## src/rtl/pl_pkg.sv

```systemverilog
package pl_pkg;
    localparam logic [31:0] PL_PASSWORD = 32'h00A5_A501;

    typedef enum logic {
        ST_DISARMED = 1'b0,
        ST_ARMED    = 1'b1
    } arm_state_t;
endpackage

```

## src/rtl/pl_decode.sv

```systemverilog
module pl_decode #(
    parameter int ADDR_W    = 12,
    parameter int NBANK     = 8,
    parameter int LOCK_BASE = 'h500,
    parameter int PASS_ADDR = 'h520,
    localparam int BANK_W   = (NBANK > 1) ? $clog2(NBANK) : 1
) (
    input  logic [ADDR_W-1:0] addr,
    output logic              pass_hit,
    output logic              lock_hit,
    output logic [BANK_W-1:0] bank_idx
);
    logic [ADDR_W-1:0] offset;
    logic [ADDR_W-1:0] word_idx;

    always_comb begin
        offset   = addr - ADDR_W'(LOCK_BASE);
        word_idx = offset >> 2;
        pass_hit = (addr == ADDR_W'(PASS_ADDR));
        lock_hit = (addr >= ADDR_W'(LOCK_BASE))
                && (offset < ADDR_W'(4 * NBANK))
                && (offset[1:0] == 2'b00);
        bank_idx = word_idx[BANK_W-1:0];
    end
endmodule

```

## src/rtl/pl_arm_fsm.sv

```systemverilog
module pl_arm_fsm
    import pl_pkg::*;
(
    input  logic        clk,
    input  logic        rst_n,
    input  logic        bus_wr,
    input  logic        pass_hit,
    input  logic        lock_hit,
    input  logic [31:0] wdata,
    output logic        lock_we,
    output logic        armed,
    output logic        violation
);
    arm_state_t state_q, state_d;
    logic       viol_q;
    logic       pass_ok;
    logic       reject;

    assign pass_ok = bus_wr && pass_hit && (wdata == PL_PASSWORD);

    // next state: every write leaves ARMED unless it is a correct password
    always_comb begin
        state_d = state_q;
        unique case (state_q)
            ST_DISARMED: if (pass_ok) state_d = ST_ARMED;        // ARM
            ST_ARMED:    if (bus_wr && !pass_ok) state_d = ST_DISARMED; // COMMIT/CONSUME/ABORT
            default:     state_d = ST_DISARMED;
        endcase
    end

    always_ff @(posedge clk or negedge rst_n) begin
        if (!rst_n) state_q <= ST_DISARMED;
        else        state_q <= state_d;
    end

    // outputs of the current state
    always_comb begin
        lock_we = 1'b0;
        reject  = 1'b0;
        unique case (state_q)
            ST_DISARMED: reject  = bus_wr && lock_hit;           // REJECT
            ST_ARMED:    lock_we = bus_wr && lock_hit;           // COMMIT
            default:     reject  = 1'b0;
        endcase
    end

    always_ff @(posedge clk or negedge rst_n) begin
        if (!rst_n)      viol_q <= 1'b0;
        else if (reject) viol_q <= 1'b1;
    end

    assign armed     = (state_q == ST_ARMED);
    assign violation = viol_q;
endmodule

```

## src/rtl/pl_lock_store.sv

```systemverilog
module pl_lock_store #(
    parameter int NBANK   = 8,
    parameter int WORD_W  = 32,
    localparam int BANK_W = (NBANK > 1) ? $clog2(NBANK) : 1
) (
    input  logic                    clk,
    input  logic                    rst_n,
    input  logic                    we,
    input  logic [BANK_W-1:0]       bank_idx,
    input  logic [WORD_W-1:0]       wdata,
    output logic [NBANK*WORD_W-1:0] words
);
    for (genvar b = 0; b < NBANK; b++) begin : g_bank
        logic [WORD_W-1:0] word_q;
        always_ff @(posedge clk or negedge rst_n) begin
            if (!rst_n)
                word_q <= '1;
            else if (we && (bank_idx == BANK_W'(b)))
                word_q <= wdata;
        end
        assign words[b*WORD_W +: WORD_W] = word_q;
    end
endmodule

```

## src/rtl/pin_lock_guard.sv

```systemverilog
module pin_lock_guard #(
    parameter int ADDR_W    = 12,
    parameter int NBANK     = 8,
    parameter int WORD_W    = 32,
    parameter int LOCK_BASE = 'h500,
    parameter int PASS_ADDR = 'h520,
    localparam int BANK_W   = (NBANK > 1) ? $clog2(NBANK) : 1
) (
    input  logic                    clk,
    input  logic                    rst_n,
    input  logic                    bus_wr,
    input  logic                    bus_rd,
    input  logic [ADDR_W-1:0]       bus_addr,
    input  logic [WORD_W-1:0]       bus_wdata,
    output logic [WORD_W-1:0]       bus_rdata,
    output logic [NBANK*WORD_W-1:0] lock_vec,
    output logic                    violation
);
    logic              pass_hit;
    logic              lock_hit;
    logic [BANK_W-1:0] bank_idx;
    logic              lock_we;
    logic              armed;

    pl_decode #(
        .ADDR_W(ADDR_W), .NBANK(NBANK),
        .LOCK_BASE(LOCK_BASE), .PASS_ADDR(PASS_ADDR)
    ) u_decode (
        .addr(bus_addr), .pass_hit(pass_hit),
        .lock_hit(lock_hit), .bank_idx(bank_idx)
    );

    pl_arm_fsm u_fsm (
        .clk(clk), .rst_n(rst_n), .bus_wr(bus_wr),
        .pass_hit(pass_hit), .lock_hit(lock_hit),
        .wdata(32'(bus_wdata)), .lock_we(lock_we),
        .armed(armed), .violation(violation)
    );

    pl_lock_store #(.NBANK(NBANK), .WORD_W(WORD_W)) u_store (
        .clk(clk), .rst_n(rst_n), .we(lock_we),
        .bank_idx(bank_idx), .wdata(bus_wdata), .words(lock_vec)
    );

    always_comb begin
        bus_rdata = '0;
        if (bus_rd && lock_hit)
            bus_rdata = lock_vec[bank_idx*WORD_W +: WORD_W];
    end
endmodule

```

## config.mk

```make
export PLATFORM = sky130hd
export DESIGN_NAME = pin_lock_guard
export DESIGN_NICKNAME = d
export VERILOG_FILES = /design/src/rtl/pl_pkg.sv /design/src/rtl/pl_decode.sv /design/src/rtl/pl_arm_fsm.sv /design/src/rtl/pl_lock_store.sv /design/src/rtl/pin_lock_guard.sv
export SDC_FILE = /design/constraint.sdc
export NUM_CORES = 1
export LEC_CHECK = 0
export BUFFER_PORTS_ARGS = -buffer_cell sky130_fd_sc_hd__buf_2
export CAP_MARGIN = 20
export CORE_MARGIN = 2
export CORE_UTILIZATION = 57
export DETAILED_ROUTE_END_ITERATION = 10
export GPL_TIMING_DRIVEN = 1
export PLACE_DENSITY = 0.83
export SYNTH_ARGS = -nofsm -noshare
export SYNTH_HDL_FRONTEND = slang
export SYNTH_HIERARCHICAL = 1
export SYNTH_SLANG_ARGS = --single-unit
```

## constraint.sdc

```tcl
create_clock -name clk -period 7.5 [get_ports clk]
set_input_delay 1.5 -clock clk [delete_from_list [all_inputs] [get_ports clk]]
set_output_delay 1.5 -clock clk [all_outputs]
set_load 0.03 [all_outputs]
```

==> results of run 1 <==
[through the flow]
stage	cells	instance area (sq um)	hold WS [ns]	utilization, %
after floorplan	831	12400	0.483	-
after CTS	1455	15100	0.499	70.0
after global routing	1459	15200	0.539	70.2
final	1459	15200	0.500	70.2
after global placement	1404	14100	0.452	65.2
after detailed placement	1405	14100	0.474	65.3
[critical path, stage by stage]
cell and delay, ns:
buf_2 0.12, or4b_4 0.52, nor3_2 0.39, nand4b_1 0.19, buf_4 0.26, o22ai_1 0.28
or2_1 0.16, buf_2 0.19
[metal layers]
metal / vias to the layer above / share of wire, %
met3: 72 / 6.5
met4: 0 / 3.2
li1: 3734 / -
met1: 4504 / 42
met5: - / 0
met2: 351 / 48
[area by class of cell]
| cell class | count | area [sq um] |
|---|---|---|
| Multi-Input combinational cell | 511 | 5120 |
| Timing Repair Buffer | 358 | 1900 |
| Tap cell | 280 | 350 |
| Fill cell | 1543 | 6430 |
| Clock inverter | 12 | 220 |
| Inverter | 1 | 3.75 |
| Clock buffer | 38 | 807 |
| Antenna cell | 1 | 2.50 |
| Sequential cell | 258 | 6780 |
[power by group]
part / leakage, nW / internal [W] / switching (W)
Clock: 0.506 / 0.000956 / 0.000550
Sequential: 2.67 / 0.00140 / 0.000000286
Combinational: 4.31 / 0.0000305 / 0.0000748
[flip-flops by register name, indices dropped and copies added (netlist names)]
name and cells:
u_store/g_bank.word_q 256, u_fsm/violation 1, u_fsm/armed 1
[logic make-up (layout without fill, tap and decap cells)]
family,after synthesis,after routing,synth area share (%)
mux,384,384,33.5
flops,258,258,54.5
compound gates,66,66,3.42
buf+inv,62,409,4.53
simple gates,61,61,4.03
other cells,0,1,0
[placed cells by master, fill, tap and decap left out, types with 2 or more instances in the layout]
master	netlist	routed
and4bb_2	5	5
nand4_1	3	3
mux2i_1	128	128
dfstp_2	256	256
mux2_2	243	243
inv_6	0	2
nand4b_1	5	5
o22ai_1	64	64
clkbuf_8	0	9
buf_2	26	334
buf_6	16	3
clkinv_2	0	3
buf_12	9	2
bufinv_16	0	6
mux2_1	13	13
or2_1	32	32
nor4b_2	2	2
buf_8	1	2
nor4bb_4	0	2
or4b_4	2	2
clkbuf_1	3	2
dfrtp_1	2	2
buf_4	5	17
clkbuf_16	0	27
[how the worst min path moves through the flow]
| stage | cells past startpoint | end | from | slack [ns] |
|---|---|---|---|---|
| 5_1_grt | 1 | u_fsm/violation$_DFFE_PN0P_ | u_fsm/violation$_DFFE_PN0P_ | 0.54 |
| 6_report | 1 | u_fsm/violation$_DFFE_PN0P_ | u_fsm/violation$_DFFE_PN0P_ | 0.50 |
| 4_1_cts | 1 | u_fsm/violation$_DFFE_PN0P_ | u_fsm/violation$_DFFE_PN0P_ | 0.50 |
| 3_5_place_dp | 1 | u_fsm/violation$_DFFE_PN0P_ | u_fsm/violation$_DFFE_PN0P_ | 0.47 |
| 2_1_floorplan | 2 | u_fsm/armed$_DFF_PN0_ | u_fsm/armed$_DFF_PN0_ | 0.48 |
| 3_3_place_gp | 1 | u_fsm/violation$_DFFE_PN0P_ | u_fsm/violation$_DFFE_PN0P_ | 0.45 |
==> impl_metrics.ini, run 1 <==
[floorplan]
fp.dieW_um = 152
rows = 54
start_util_pct = 57.5
boundaryPins = 337
coreArea_sq_mm = 0.0216
die_y_um = 152
die-area_sq_mm = 0.0230

[critical_path]
crit_fanout = 16
required_ns = 6.00
end_kind = output port
critPathKind = input pin to output port
r2r_slack_ns = 5.23
r2r-start = u_fsm/armed$_DFF_PN0_
endpoint = bus_rdata[14]
r2r-end = u_store/g_bank[2].word_q[15]$_DFFE_PN1P_
startpoint_type = input pin
cp-startpoint = bus_addr[0]
reg2regPathDepth = 4
crit_arrival_ns = 3.65

[yosys]
yosys_warnings = 6
yosysMostFrequentCell = dfstp_2
yosysTopAreaCell = dfstp_2
synthTopCellsByCount = dfstp_2 (256), mux2_2 (243), mux2i_1 (128)
yosys_most_used_dff = dfstp_2
postSynthCellCount = 831
synth-async-reset-ratio_pct = 100
ys_top_cells_by_area = dfstp_2 (54%), mux2_2 (22%), mux2i_1 (10%)
synth_edf_count = 0
synth_seq_cells = 258
syn_nets = 879
yosysSeqAreaShare_pct = 54.5
yosysUniqueCellTypes = 33
synth_top_cell_area_share_pct = 54.1
syn_area_sq_mm = 0.0124
syn_area_per_cell_sq_um = 15.0

[detailed_routing]
routed-via-count = 8661
drc_errors = 0
ant_nets = 0
first_pass_iters = 5
viasPerCell = 5.94
wl_um = 34800
drt-wirelength-per-cell_um = 23.8
drt_iter0_drc = 257

[global_route]
met2_usage_pct = 48.3
grt_usage_pct = 29.3
grt_most_used_layer = met2
antenna_found_initial = 1
grt_pass1_wl_um = 50900
gr-total-overflow = 0
grt_max_degree = 132
gr-usage-met3_pct = 5.30
grt_pass1_vias = 8682
met1_usage_pct = 38.7

[timing]
fin_crit_sh_pct = 68.7
max_slew.worst_pin.slew_ns = 0.973
slew_headroom_pct = 35.2
slew_viol_final = 0
setup_viol = 0
rsz0062_at_grt = false
finalSetupTns_ns = 0
timing_hold_violations_final = 0
period_minus_slack_ns = 5.15
fmax_mhz = 194
setup_ws_ns = 2.35
skew_ns = 0.0119

[job]
drv_cap = 0

[clock_network]
root_buffer = clkbuf_16
clock_path_buffers = 3
cts_hold_buf = 0
post_cts.repair.setup_buffers = 0
clk_pin_slew_ns = 0.06
cts_buffers = 27
cts_tree = yes
cts.repair.resized = 0
worstSkewPairLatency_ns = 0.53
h-tree-depth = 1
numClockSinks = 258

[cells_and_area]
area_growth_pct = 22.2
fin_nets = 1205
drive_gt1_share_pct = 78.3

[power_and_ir_drop]
power_w = 0.00301
pwr_density_cell_mw_per_mm2 = 198
ir_drop_uv = 175
p_leak_nw = 7.48

[place]
dp_hpwl_um = 22700
portBuffers = 336
dp_slack_ns = 2.38
gp_congestion = 0.814

[worst_hold_path]
min_path_type = flip-flop to flip-flop

[outcome]
status = completed
Power figures use the tool's default switching activity.
==> inputs of run 2 (changes only) <==
--- a/config.mk
+++ b/config.mk
@@ -8,10 +8,10 @@
 export BUFFER_PORTS_ARGS = -buffer_cell sky130_fd_sc_hd__buf_2
 export CAP_MARGIN = 20
 export CORE_MARGIN = 2
-export CORE_UTILIZATION = 57
+export CORE_UTILIZATION = 53
 export DETAILED_ROUTE_END_ITERATION = 10
 export GPL_TIMING_DRIVEN = 1
-export PLACE_DENSITY = 0.83
+export PLACE_DENSITY = 0.78
 export SYNTH_ARGS = -nofsm -noshare
 export SYNTH_HDL_FRONTEND = slang
 export SYNTH_HIERARCHICAL = 1
==> constraint.sdc (replaced) <==
create_clock -name clk -period 5.38 [get_ports clk]
set_input_delay 1.076 -clock clk [delete_from_list [all_inputs] [get_ports clk]]
set_output_delay 1.076 -clock clk [all_outputs]
set_load 0.03 [all_outputs]
==> run 2 against run 1 <==
Effect of this change:
- clock power is 15% higher
- sequential share of layout area is 0.45 points higher
- critical path depth stayed put
- register-to-register slack worse by 2.0 ns
- clock skew is 0.0045 ns lower
- final area is 1.0% lower
- flip-flop and latch count stayed put
- sequential power is 39% higher
- utilization is 5.6 points lower
- first-iteration DRC count is 54% higher
- clock-buffer cell count stayed put
- largest power group is now sequential cells
==> impl_metrics.ini, run 2 (synthesis results as in run 1) <==
[outcome]
status = completed

[cells_and_area]
largest_register_ffs = 256
final_cell_mix = buf_2 (334), dfstp_2 (256), mux2_2 (243)
multi_input_area_sq_mm = 0.00512
fin_nets = 1208
final_cells = 1496
n_antenna_cell = 0
area_growth_pct = 21.0
final_common_cell = buf_2
largest-register = u_store/g_bank.word_q
drive_gt1_share_pct = 77.7
seq_area_sq_mm = 0.00678
finish.utilization_pct = 64.6
fillers = 1831

[clock_network]
h-tree-depth = 1
numClockSinks = 258
cts_buffers = 27
worstSkewPairLatency_ns = 0.52
post_cts.repair.setup_buffers = 0
cts.repair.resized = 0
cts_tree = yes
root_buffer = clkbuf_16
clk_pin_slew_ns = 0.06
clock_path_buffers = 3
cts_hold_buf = 0

[timing]
fin_crit_sh_pct = 91.5
period_minus_slack_ns = 4.92
setup_viol = 0
timing_hold_violations_final = 0
fmax_mhz = 203
finalSetupTns_ns = 0
slew_headroom_pct = 38.2
whs_ns = 0.488
rsz0062_at_grt = false
slew_viol_final = 0
skew_ns = 0.00744
setup_ws_ns = 0.459
max_slew.worst_pin.slew_ns = 0.927

[floorplan]
die_y_um = 157
boundaryPins = 337
start_util_pct = 53.4
fp.dieW_um = 157
die-area_sq_mm = 0.0247
coreArea_sq_mm = 0.0233
rows = 56

[critical_path]
end_kind = output port
crit_arrival_ns = 3.84
startpoint_type = input pin
r2r_slack_ns = 3.24
required_ns = 4.30
critPathKind = input pin to output port
r2r-end = u_store/g_bank[1].word_q[10]$_DFFE_PN1P_
crit_fanout = 16
r2r-start = u_fsm/armed$_DFF_PN0_
reg2regPathDepth = 4

[power_and_ir_drop]
comb_power_share_pct = 3.9
switching_share_pct = 21.7
p_leak_nw = 7.39
p_switching_w = 0.000835
ir_drop_uv = 244
intPower_w = 0.00300
pwr_density_cell_mw_per_mm2 = 255
clkPwrFrac_pct = 45.3
p_seq_share_pct = 50.8

[global_route]
antenna_found_initial = 0
gr-total-overflow = 0
grt_usage_pct = 26.9
grt_most_used_layer = met2
gr-usage-met3_pct = 5.48
grt_max_degree = 117
grt_pass1_wl_um = 50800
grt_pass1_vias = 8531
met2_usage_pct = 44.9
met1_usage_pct = 36.8

[place]
gp_congestion = 0.791
portBuffers = 336
dpl.cell_count = 1450
dp_hpwl_um = 22800
dp_slack_ns = 0.511

[job]
drv_cap = 0

[detailed_routing]
drt_iter0_drc = 395
viasPerCell = 5.69
drc_errors = 0
routed-via-count = 8510
first_pass_iters = 5
drt-wirelength-per-cell_um = 22.8
wl_um = 34100
ant_nets = 0

[worst_hold_path]
hold-path-endpoint = u_fsm/violation$_DFFE_PN0P_
hp-start = u_fsm/violation$_DFFE_PN0P_
whs_path_depth = 1
min_path_type = flip-flop to flip-flop
run 2: power by group through the flow:
stage                     clock network (W)  registers (W)   logic, W
final                               0.00174        0.00195   0.000148
after global placement                    0        0.00198   0.000147
after CTS                           0.00178        0.00195   0.000149
after global routing                0.00187        0.00195   0.000161
after floorplan                           0        0.00198  0.0000685
after detailed placement                  0        0.00198   0.000149
run 2: area by class of cell:
cell class	instances	share of cell area, %
clock buffer	38	4.97
clock inverter	8	0.491
inverter	1	0.0250
multi-input combinational	511	34.1
sequential	258	45.1
tap	319	2.65
timing repair buffer	361	12.7
run 2: stage by stage:
stage	instance area [sq um]	power (W)
floorplan	12400	0.00205
global placement	14200	0.00213
detailed placement	14200	0.00213
CTS	15000	0.00388
global route	15000	0.00398
finish	15000	0.00384
run 2: worst max path at each step:
| stage | startpoint | cells past startpoint | slack [ns] | end |
|---|---|---|---|---|
| finish | bus_addr[0] | 8 | 0.46 | bus_rdata[16] |
| global route | bus_addr[11] | 8 | 0.36 | bus_rdata[16] |
| CTS | bus_addr[0] | 8 | 0.52 | bus_rdata[16] |
| detailed placement | bus_addr[0] | 8 | 0.51 | bus_rdata[16] |
| global placement | bus_addr[0] | 8 | 0.64 | bus_rdata[8] |
| floorplan | bus_addr[11] | 7 | 1.59 | bus_rdata[30] |
run 2: metal layers:
metal	part of all wire, %	wire length [um]	vias to the layer above
li1	-	-	3734
met1	44	14900	4428
met2	48	16400	303
met4	1.4	488	0
met5	0	0	-
met3	6.4	2200	45
run 2: critical path, cell delays in order:
cell and delay (ns):
buf_2 0.12, or4b_4 0.52, nor3_2 0.41, nand4bb_2 0.70
buf_4 0.49, o22ai_1 0.20, or2_1 0.13, buf_2 0.19
